--- config.mk ---
export PLATFORM = sky130hd
export DESIGN_NAME = serial_regbank
export DESIGN_NICKNAME = d
export VERILOG_FILES = /design/src/rtl/serial_regbank_pkg.sv /design/src/rtl/serial_regbank_ctrl.sv /design/src/rtl/serial_regbank_fifo.sv /design/src/rtl/serial_regbank_dp.sv /design/src/rtl/serial_regbank.sv
export SDC_FILE = /design/constraint.sdc
export NUM_CORES = 1
export LEC_CHECK = 0
export BUFFER_PORTS_ARGS = -buffer_cell sky130_fd_sc_hd__clkbuf_2
export CORE_ASPECT_RATIO = 2
export CORE_MARGIN = 3
export CORE_UTILIZATION = 55
export DETAILED_ROUTE_END_ITERATION = 6
export GPL_TIMING_DRIVEN = 0
export MAX_ROUTING_LAYER = met4
export PLACE_DENSITY = 0.71
export SLEW_MARGIN = 20
export SYNTH_ARGS = -nofsm -noshare
export SYNTH_HDL_FRONTEND = slang
export SYNTH_SLANG_ARGS = --single-unit
--- constraint.sdc ---
create_clock -name clk -period 5.6 [get_ports clk]
set_clock_uncertainty 0.15 [all_clocks]
set_input_delay 0.56 -clock clk [delete_from_list [all_inputs] [get_ports clk]]
set_output_delay 0.56 -clock clk [all_outputs]
set_load 0.005 [all_outputs]
--- src/rtl/serial_regbank_pkg.sv ---
package serial_regbank_pkg;

  localparam int BYTE_W = 8;

  localparam logic [2:0] OFF_DATA = 3'd0;
  localparam logic [2:0] OFF_IER  = 3'd1;
  localparam logic [2:0] OFF_IIR  = 3'd2;
  localparam logic [2:0] OFF_LCR  = 3'd3;
  localparam logic [2:0] OFF_MCR  = 3'd4;
  localparam logic [2:0] OFF_LSR  = 3'd5;
  localparam logic [2:0] OFF_MSR  = 3'd6;
  localparam logic [2:0] OFF_SCR  = 3'd7;

  localparam int LCR_BANK_BIT = 7;
  localparam int MCR_LOOP_BIT = 4;
  localparam int IER_RX_BIT   = 0;
  localparam int IER_TX_BIT   = 1;

  localparam logic [7:0] IIR_IDLE   = 8'h01;
  localparam logic [7:0] IIR_RDMASK = 8'hC0;
  localparam logic [7:0] LSR_BASE   = 8'h60;
  localparam logic [7:0] MSR_FIXED  = 8'hB0;
  localparam logic [7:0] LCR_INIT   = 8'h03;
  localparam logic [7:0] MCR_INIT   = 8'h08;

  typedef struct packed {
    logic wrData;
    logic wrIer;
    logic wrLcr;
    logic wrMcr;
    logic wrScr;
    logic wrDivLo;
    logic wrDivHi;
    logic rdData;
    logic rdIir;
  } ctrlStrobe_t;

endpackage

--- src/rtl/serial_regbank_ctrl.sv ---
module serial_regbank_ctrl
  import serial_regbank_pkg::*;
(
  input  logic        clk,
  input  logic        rstN,
  input  logic [2:0]  regAddr,
  input  logic        wrEn,
  input  logic        rdEn,
  input  logic        bankSel,
  output ctrlStrobe_t strb
);

  always_comb begin
    strb = '0;
    if (wrEn) begin
      unique case (regAddr)
        OFF_DATA: if (bankSel) strb.wrDivLo = 1'b1; else strb.wrData = 1'b1;
        OFF_IER:  if (bankSel) strb.wrDivHi = 1'b1; else strb.wrIer = 1'b1;
        OFF_LCR:  strb.wrLcr = 1'b1;
        OFF_MCR:  strb.wrMcr = 1'b1;
        OFF_SCR:  strb.wrScr = 1'b1;
        default:  ;
      endcase
    end else if (rdEn) begin
      if (regAddr == OFF_DATA && !bankSel) strb.rdData = 1'b1;
      if (regAddr == OFF_IIR) strb.rdIir = 1'b1;
    end
  end

  // a single host access decodes to at most one register strobe
  assert_one_strobe_R2: assert property (@(posedge clk) disable iff (!rstN)
    !(wrEn && rdEn) |-> $onehot0(strb));

  // writes to read-only offsets raise no strobe
  assert_ro_nowrite_R11: assert property (@(posedge clk) disable iff (!rstN)
    (wrEn && (regAddr == OFF_IIR || regAddr == OFF_LSR || regAddr == OFF_MSR)) |-> (strb == '0));

endmodule

--- src/rtl/serial_regbank_fifo.sv ---
module serial_regbank_fifo #(
  parameter int DEPTH = 64,
  parameter int WIDTH = 8
) (
  input  logic             clk,
  input  logic             rstN,
  input  logic             push,
  input  logic [WIDTH-1:0] pushData,
  input  logic             pop,
  output logic [WIDTH-1:0] headData,
  output logic             full,
  output logic             empty
);

  localparam int PTR_W = (DEPTH > 1) ? $clog2(DEPTH) : 1;
  localparam int CNT_W = $clog2(DEPTH + 1);
  localparam logic [PTR_W-1:0] LAST_PTR = PTR_W'(DEPTH - 1);
  localparam logic [CNT_W-1:0] FULL_CNT = CNT_W'(DEPTH);

  logic [WIDTH-1:0] mem [DEPTH];
  logic [PTR_W-1:0] wrPtr, rdPtr;
  logic [CNT_W-1:0] count;
  logic pushOk, popOk;

  assign full     = (count == FULL_CNT);
  assign empty    = (count == '0);
  assign pushOk   = push && !full;
  assign popOk    = pop && !empty;
  assign headData = mem[rdPtr];

  always_ff @(posedge clk) begin
    if (pushOk) mem[wrPtr] <= pushData;
  end

  always_ff @(posedge clk) begin
    if (!rstN) begin
      wrPtr <= '0;
      rdPtr <= '0;
      count <= '0;
    end else begin
      if (pushOk) wrPtr <= (wrPtr == LAST_PTR) ? '0 : wrPtr + 1'b1;
      if (popOk)  rdPtr <= (rdPtr == LAST_PTR) ? '0 : rdPtr + 1'b1;
      case ({pushOk, popOk})
        2'b10:   count <= count + 1'b1;
        2'b01:   count <= count - 1'b1;
        default: ;
      endcase
    end
  end

  // occupancy never exceeds the queue depth
  assert_no_overflow_R10: assert property (@(posedge clk) disable iff (!rstN)
    count <= FULL_CNT);

  // a push into a full queue without a pop leaves it full
  assert_full_hold_R10: assert property (@(posedge clk) disable iff (!rstN)
    (full && push && !pop) |=> full);

endmodule

--- src/rtl/serial_regbank_dp.sv ---
module serial_regbank_dp
  import serial_regbank_pkg::*;
#(
  parameter int          DEPTH     = 64,
  parameter logic [15:0] DIV_RESET = 16'd12
) (
  input  logic              clk,
  input  logic              rstN,
  input  ctrlStrobe_t       strb,
  input  logic [2:0]        regAddr,
  input  logic [BYTE_W-1:0] wrData,
  input  logic              rxValid,
  input  logic [BYTE_W-1:0] rxByte,
  output logic [BYTE_W-1:0] rdData,
  output logic              bankSel,
  output logic              txValid,
  output logic [BYTE_W-1:0] txByte,
  output logic              rxFull,
  output logic              irqPulse
);

  logic [7:0]  lcrReg, mcrReg, ierReg, scrReg;
  logic [15:0] divReg;
  logic        iirTx, iirRx;
  logic        loopOn, fifoPush, fifoFull, fifoEmpty, pushAccepted;
  logic        txFire, txSet, rxSet;
  logic [7:0]  fifoIn, fifoHead, iirVal, lsrVal;

  assign bankSel = lcrReg[LCR_BANK_BIT];
  assign loopOn  = mcrReg[MCR_LOOP_BIT];
  assign rxFull  = fifoFull;

  assign fifoPush     = loopOn ? strb.wrData : rxValid;
  assign fifoIn       = loopOn ? wrData : rxByte;
  assign pushAccepted = fifoPush && !fifoFull;
  assign txFire       = strb.wrData && !loopOn;
  assign txSet        = txFire && ierReg[IER_TX_BIT];
  assign rxSet        = pushAccepted && ierReg[IER_RX_BIT];

  serial_regbank_fifo #(.DEPTH(DEPTH), .WIDTH(BYTE_W)) rxq_i (
    .clk      (clk),
    .rstN     (rstN),
    .push     (fifoPush),
    .pushData (fifoIn),
    .pop      (strb.rdData),
    .headData (fifoHead),
    .full     (fifoFull),
    .empty    (fifoEmpty)
  );

  always_ff @(posedge clk) begin
    if (!rstN) begin
      lcrReg <= LCR_INIT;
      mcrReg <= MCR_INIT;
      ierReg <= '0;
      scrReg <= '0;
      divReg <= DIV_RESET;
    end else begin
      if (strb.wrLcr)   lcrReg <= wrData;
      if (strb.wrMcr)   mcrReg <= wrData;
      if (strb.wrIer)   ierReg <= {4'b0000, wrData[3:0]};
      if (strb.wrScr)   scrReg <= wrData;
      if (strb.wrDivLo) divReg[7:0]  <= wrData;
      if (strb.wrDivHi) divReg[15:8] <= wrData;
    end
  end

  always_ff @(posedge clk) begin
    if (!rstN) begin
      iirTx <= 1'b0;
      iirRx <= 1'b0;
    end else begin
      if (txSet)            iirTx <= 1'b1;
      else if (strb.rdIir)  iirTx <= 1'b0;
      if (rxSet)                           iirRx <= 1'b1;
      else if (strb.rdIir || strb.rdData)  iirRx <= 1'b0;
    end
  end

  always_ff @(posedge clk) begin
    if (!rstN) begin
      txValid  <= 1'b0;
      txByte   <= '0;
      irqPulse <= 1'b0;
    end else begin
      txValid  <= txFire;
      if (txFire) txByte <= wrData;
      irqPulse <= txSet || rxSet;
    end
  end

  assign iirVal = {5'b00000, iirRx, iirTx, !(iirRx || iirTx)};
  assign lsrVal = LSR_BASE | {7'b0000000, !fifoEmpty};

  always_comb begin
    unique case (regAddr)
      OFF_DATA: rdData = bankSel ? divReg[7:0] : (fifoEmpty ? 8'h00 : fifoHead);
      OFF_IER:  rdData = bankSel ? divReg[15:8] : ierReg;
      OFF_IIR:  rdData = iirVal | IIR_RDMASK;
      OFF_LCR:  rdData = lcrReg;
      OFF_MCR:  rdData = mcrReg;
      OFF_LSR:  rdData = lsrVal;
      OFF_MSR:  rdData = MSR_FIXED;
      OFF_SCR:  rdData = scrReg;
      default:  rdData = 8'h00;
    endcase
  end

  // upper enable bits never become set
  assert_ier_mask_R3: assert property (@(posedge clk) disable iff (!rstN)
    ierReg[7:4] == 4'h0);

  // an identification read with no new event leaves the idle code
  assert_iir_clear_R4: assert property (@(posedge clk) disable iff (!rstN)
    (strb.rdIir && !txSet && !rxSet) |=> (iirVal == IIR_IDLE));

  // loopback writes never reach the transmit strobe
  assert_loop_no_tx_R8: assert property (@(posedge clk) disable iff (!rstN)
    (strb.wrData && loopOn) |=> !txValid);

  // a full queue always reports data ready
  assert_full_ready_R10: assert property (@(posedge clk) disable iff (!rstN)
    rxFull |-> lsrVal[0]);

  // external bytes in loopback leave the queue unchanged when nothing else pushes
  assert_loop_ignore_R9: assert property (@(posedge clk) disable iff (!rstN)
    (loopOn && rxValid && !strb.wrData && !strb.rdData) |=> $stable(fifoEmpty));

endmodule

--- src/rtl/serial_regbank.sv ---
module serial_regbank
  import serial_regbank_pkg::*;
#(
  parameter int          DEPTH     = 64,
  parameter logic [15:0] DIV_RESET = 16'd12
) (
  input  logic       clk,
  input  logic       rstN,
  input  logic [2:0] regAddr,
  input  logic       wrEn,
  input  logic [7:0] wrData,
  input  logic       rdEn,
  output logic [7:0] rdData,
  output logic       txValid,
  output logic [7:0] txByte,
  input  logic       rxValid,
  input  logic [7:0] rxByte,
  output logic       rxFull,
  output logic       irqPulse
);

  ctrlStrobe_t strb;
  logic        bankSel;

  serial_regbank_ctrl ctrl_i (
    .clk     (clk),
    .rstN    (rstN),
    .regAddr (regAddr),
    .wrEn    (wrEn),
    .rdEn    (rdEn),
    .bankSel (bankSel),
    .strb    (strb)
  );

  serial_regbank_dp #(.DEPTH(DEPTH), .DIV_RESET(DIV_RESET)) dp_i (
    .clk      (clk),
    .rstN     (rstN),
    .strb     (strb),
    .regAddr  (regAddr),
    .wrData   (wrData),
    .rxValid  (rxValid),
    .rxByte   (rxByte),
    .rdData   (rdData),
    .bankSel  (bankSel),
    .txValid  (txValid),
    .txByte   (txByte),
    .rxFull   (rxFull),
    .irqPulse (irqPulse)
  );

endmodule

==> flow_results.org <==
** Power
- VDD sags by at most 0.211 mV.
- Fraction of power spent switching nets :: 0.207
- Fraction of power consumed by sequential logic :: 0.564
- Part of the power in the clock network :: 0.403
- The analysis attributes to cell leakage a power of 8.22 nW.
- The internal portion of the total power is 6.80 mW.
- For this design the total switching power over the nets is 1.78 mW.
- Of the total power, combinational logic draws 0.033.
- Dividing total power by cell area gives a power density of 325 nW/um2.

** Die
- Measured along the y axis, the die boundary spans 301 um.
- The die is 153 um wide.
- Die area :: 46,100 um2
- For this design the top-level I/O count stands at 43.
- In this run the core area contains 107 standard-cell rows.
- The total area inside the core boundary comes to 42,700 um2.
- For this configuration, the core starts out at a cell density of 0.558.

** Synthesis
- In this run the mean area of a mapped cell was 17.1 um2.
- Yosys mapped a number of flops with a built-in enable equal to 512.
- For this run, the leading register cell type out of synthesis is edfxtp_1.
- The cell count after synthesis came out at 1,396.
- The synthesized netlist occupies a cell area of 23,900 um2.
- For this run, the number of Yosys warnings is 0.
- Of the synthesized area, sequential elements account for 0.713.
- Async SR Flop Fraction :: 0
- Yosys reg bits :: 593
- Net count after synthesis :: 1,425
- Number of library cell types mapped by synthesis :: 61

** Placement
- Detailed placement ended at an HPWL of 44,500 um.
- Global placement routability congestion :: 0.977
- Worst setup slack after placement :: 0.471 ns
- Port bufs :: 36

** Global route
- First-pass GRT wire length :: 95,000 um
- Pin count of the biggest net entering global routing :: 65
- The number of global-route vias before repair is 13,600.
- Residual overflow from global routing :: 0
- Antenna violations before repair :: 1
- Total GRT Usage :: 0.296

** Finish
- The multi-input combinational cells in the finished layout cover a total of 6480 um2.
- Final antenna diode count :: 0
- Count of filler cells inserted in the layout :: 3,050
- For this run, the post-layout net count is 1,511.
- Proportion of layout cells with a drive suffix above 1 :: 0.186
- Most common cell after layout, fill and taps aside :: edfxtp_1
- The area growth from synthesis to layout is 10.4%.
- Leaving out fill and tap cells, the most frequent cells in the layout are edfxtp_1, mux4_2, nor2_1, nand2_1, dfxtp_1.
- At the end of the flow the core is filled with cells to 0.617.
- Registers take 17,000 um2.

** STA
- The routed design could run at a clock period as short as 5.14 ns.
- Max frequency :: 194 MHz
- Once routing completed, OpenROAD measured the worst setup slack at 0.456 ns.
- The count of pins over their slew limit was 0.
- In this run the tightest slew margin relative to its limit is 0.255.
- Setup violations remaining at the end of the flow were counted as 0.
- The number of failing hold endpoints at the final stage came to 0.
- Worst-margin pin slew :: 1.11 ns
- Share of the cycle needed by the critical path after routing :: 0.919
- In the final timing run, aggregate negative setup slack is 0 ns.
- Setup repair after global routing left no endpoint under its margin.

** CTS
- Number of buffers inserted for hold repair after clock tree synthesis :: 0
- For this design, the sink count on the clock tree is 593.
- The tree is rooted in a clkbuf_16.
- Maximum root-to-sink buffer count :: 3
- Clock tree from TritonCTS :: done
- The clock reaches the later pin of the worst-skew pair after 0.59 ns.
- Depth of the CTS H-tree :: 2
- In this run, post-CTS repair resized a total of 0 instances.
- Clk pin slew, worst setup/hold paths :: 0.08 ns
- In this run the post-CTS setup repair buffer count came out at 0.
- Buffers inserted during clock tree synthesis total 48.

** Routing
- # DRC :: 0
- After detailed routing, the average wire length per cell comes to 31.6 um.
- Vias after detailed routing :: 13,400
- Iteration count of the initial detailed-routing pass :: 6
- For this block, the routed nets add up to 65,400 um of wire.
- Using the TritonRoute via totals, the vias-per-cell ratio works out to 6.49.
- Starting DRT DRC Count :: 1,402
- The count of nets left with antenna violations once routing finished came out at 0.

** Setup path
- Crit path kind :: reg2reg
- For this design, the slowest cell found on the critical path is nor4_2.
- Setup slack on the worst reg-to-reg path comes out at 0.46 ns.
- Capturing element type of the critical path :: flop
- Maximum fanout encountered on the critical timing path :: 10
- CP Data Arrival Time :: 5.49 ns
- The critical path goes through clkbuf_1, nor4_2, nand3_1, and2_1, clkbuf_1, inv_1, ha_1, buf_1, xor2_1, ha_1, a21oi_1, and3b_1, a221oi_1, a221oi_1, or3_1, a21boi_0.
- For the worst setup path, the data required time is 5.95 ns.
- Sort of element at the start of the critical path :: flop
- For this run, the slowest stage of the critical path takes 0.68 ns.

** Run status
- Run status :: complete, no violations

** Run
- The tool flagged a number of max-cap violations equal to 0.

** Worst hold path
- The worst hold path belongs to the class in2reg.
[state kept, by name (all words and copies together) (netlist names), named ones only]
name,flops
dp_i.rxq_i.mem,512
dp_i.mcrReg,8
dp_i.irqPulse,1
dp_i.rxq_i.wrPtr,6
dp_i.lcrReg,8
dp_i.rxq_i.count,7
dp_i.iirRx,1
dp_i.txValid,1
dp_i.ierReg,4
dp_i.rxq_i.rdPtr,6
dp_i.divReg,16
dp_i.scrReg,8
dp_i.txByte,8
dp_i.iirTx,1
[kinds of logic after synthesis]
family | synth area share
adders and majority gates | 0.00262
buffers and inverters | 0.0174
DFF | 0.713
AOI/OAI and AO/OA | 0.0546
and+or+nand+nor | 0.0614
muxes | 0.146
xor gates and xnor gates | 0.00551
[Yosys cell counts, types with 3 or more instances]
| library cell | n | share of area |
|---|---|---|
| nor2_1 | 90 | 0.014 |
| and3b_1 | 3 | 0.0011 |
| mux2_2 | 16 | 0.0076 |
| buf_1 | 12 | 0.0019 |
| edfxtp_1 | 512 | 0.64 |
| dfxtp_1 | 81 | 0.068 |
| or3b_2 | 4 | 0.0015 |
| mux4_2 | 111 | 0.10 |
| a22oi_1 | 32 | 0.010 |
| buf_4 | 6 | 0.0019 |
| clkbuf_1 | 48 | 0.0076 |
| a32oi_1 | 3 | 0.0011 |
| nand2_1 | 86 | 0.014 |
| a31oi_1 | 8 | 0.0021 |
| and2_1 | 13 | 0.0034 |
| inv_1 | 8 | 0.0013 |
| nor2b_1 | 39 | 0.010 |
| nand3b_1 | 5 | 0.0016 |
| buf_2 | 22 | 0.0046 |
| xnor2_1 | 7 | 0.0026 |
| nand2b_1 | 10 | 0.0026 |
| a22o_1 | 14 | 0.0051 |
| a221oi_1 | 20 | 0.0073 |
| nor3_1 | 3 | 0.00063 |
| nand3_1 | 21 | 0.0044 |
| a21boi_0 | 28 | 0.0088 |
| a211oi_1 | 8 | 0.0025 |
| nand4_1 | 7 | 0.0018 |
| xor2_1 | 8 | 0.0029 |
| o21ai_0 | 16 | 0.0034 |
| ha_1 | 5 | 0.0026 |
| a21oi_1 | 23 | 0.0048 |
| or3_1 | 8 | 0.0021 |
| mux2i_1 | 80 | 0.034 |
| o221ai_1 | 4 | 0.0015 |
| and3_1 | 3 | 0.00079 |
[stage by stage]
stage / cells / power (mW) / area [um2] / hold slack (ns)
2_1_floorplan: 1396 / 5.08 / 23900 / 0.287
3_3_place_gp: 1977 / 5.20 / 24700 / 0.301
3_5_place_dp: 1977 / 5.21 / 24700 / 0.307
4_1_cts: 2067 / 8.60 / 26300 / 0.213
5_1_grt: 2067 / 8.80 / 26300 / 0.244
6_report: 2067 / 8.57 / 26300 / 0.236
[layer usage]
layer  wire length (um)  global-route usage
met4               4540               0.167
met5                  0                   -
met2              34800               0.513
met3               4850              0.0406
met1              21100               0.328
[final cells by class]
cell class / count / share of cell area
multi-input combinational: 706 / 0.246
inverter: 8 / 0.00114
timing repair buffer: 36 / 0.00684
clock buffer: 57 / 0.0477
clock inverter: 33 / 0.0126
tap: 545 / 0.0259
buffer: 89 / 0.0146
sequential: 593 / 0.645
[final timing paths]
check / endpoint / depth (start not counted) / start
max: dp_i.rxq_i.count[6]$_SDFFE_PN0P_ / 16 / dp_i.rxq_i.count[1]$_SDFFE_PN0P_
min: dp_i.lcrReg[3]$_SDFFE_PN0P_ / 3 / wrData[3]
max reg2reg: dp_i.rxq_i.count[6]$_SDFFE_PN0P_ / 16 / dp_i.rxq_i.count[1]$_SDFFE_PN0P_
min reg2reg: dp_i.mcrReg[1]$_SDFFE_PN0P_ / 2 / dp_i.mcrReg[1]$_SDFFE_PN0P_
[power groups by stage]
stage	Sequential (mW)	Clock (mW)	Combinational, mW
after floorplan	4.93	0	0.154
after global placement	4.93	0	0.266
after detailed placement	4.93	0	0.277
after CTS	4.84	3.49	0.277
after global routing	4.83	3.67	0.297
final	4.84	3.46	0.280
[worst max-delay path: cells and delay by family (launching register included)]
kind | cells | cell delay (ns)
buffers and inverters | 4 | 1.13
DFF | 1 | 0.30
xor gates and xnor gates | 1 | 0.14
AOI/OAI and AO/OA | 4 | 1.04
adders and majority gates | 2 | 0.52
and+or+nand+nor | 5 | 1.79
No activity file was read; power rests on OpenSTA's default activity.
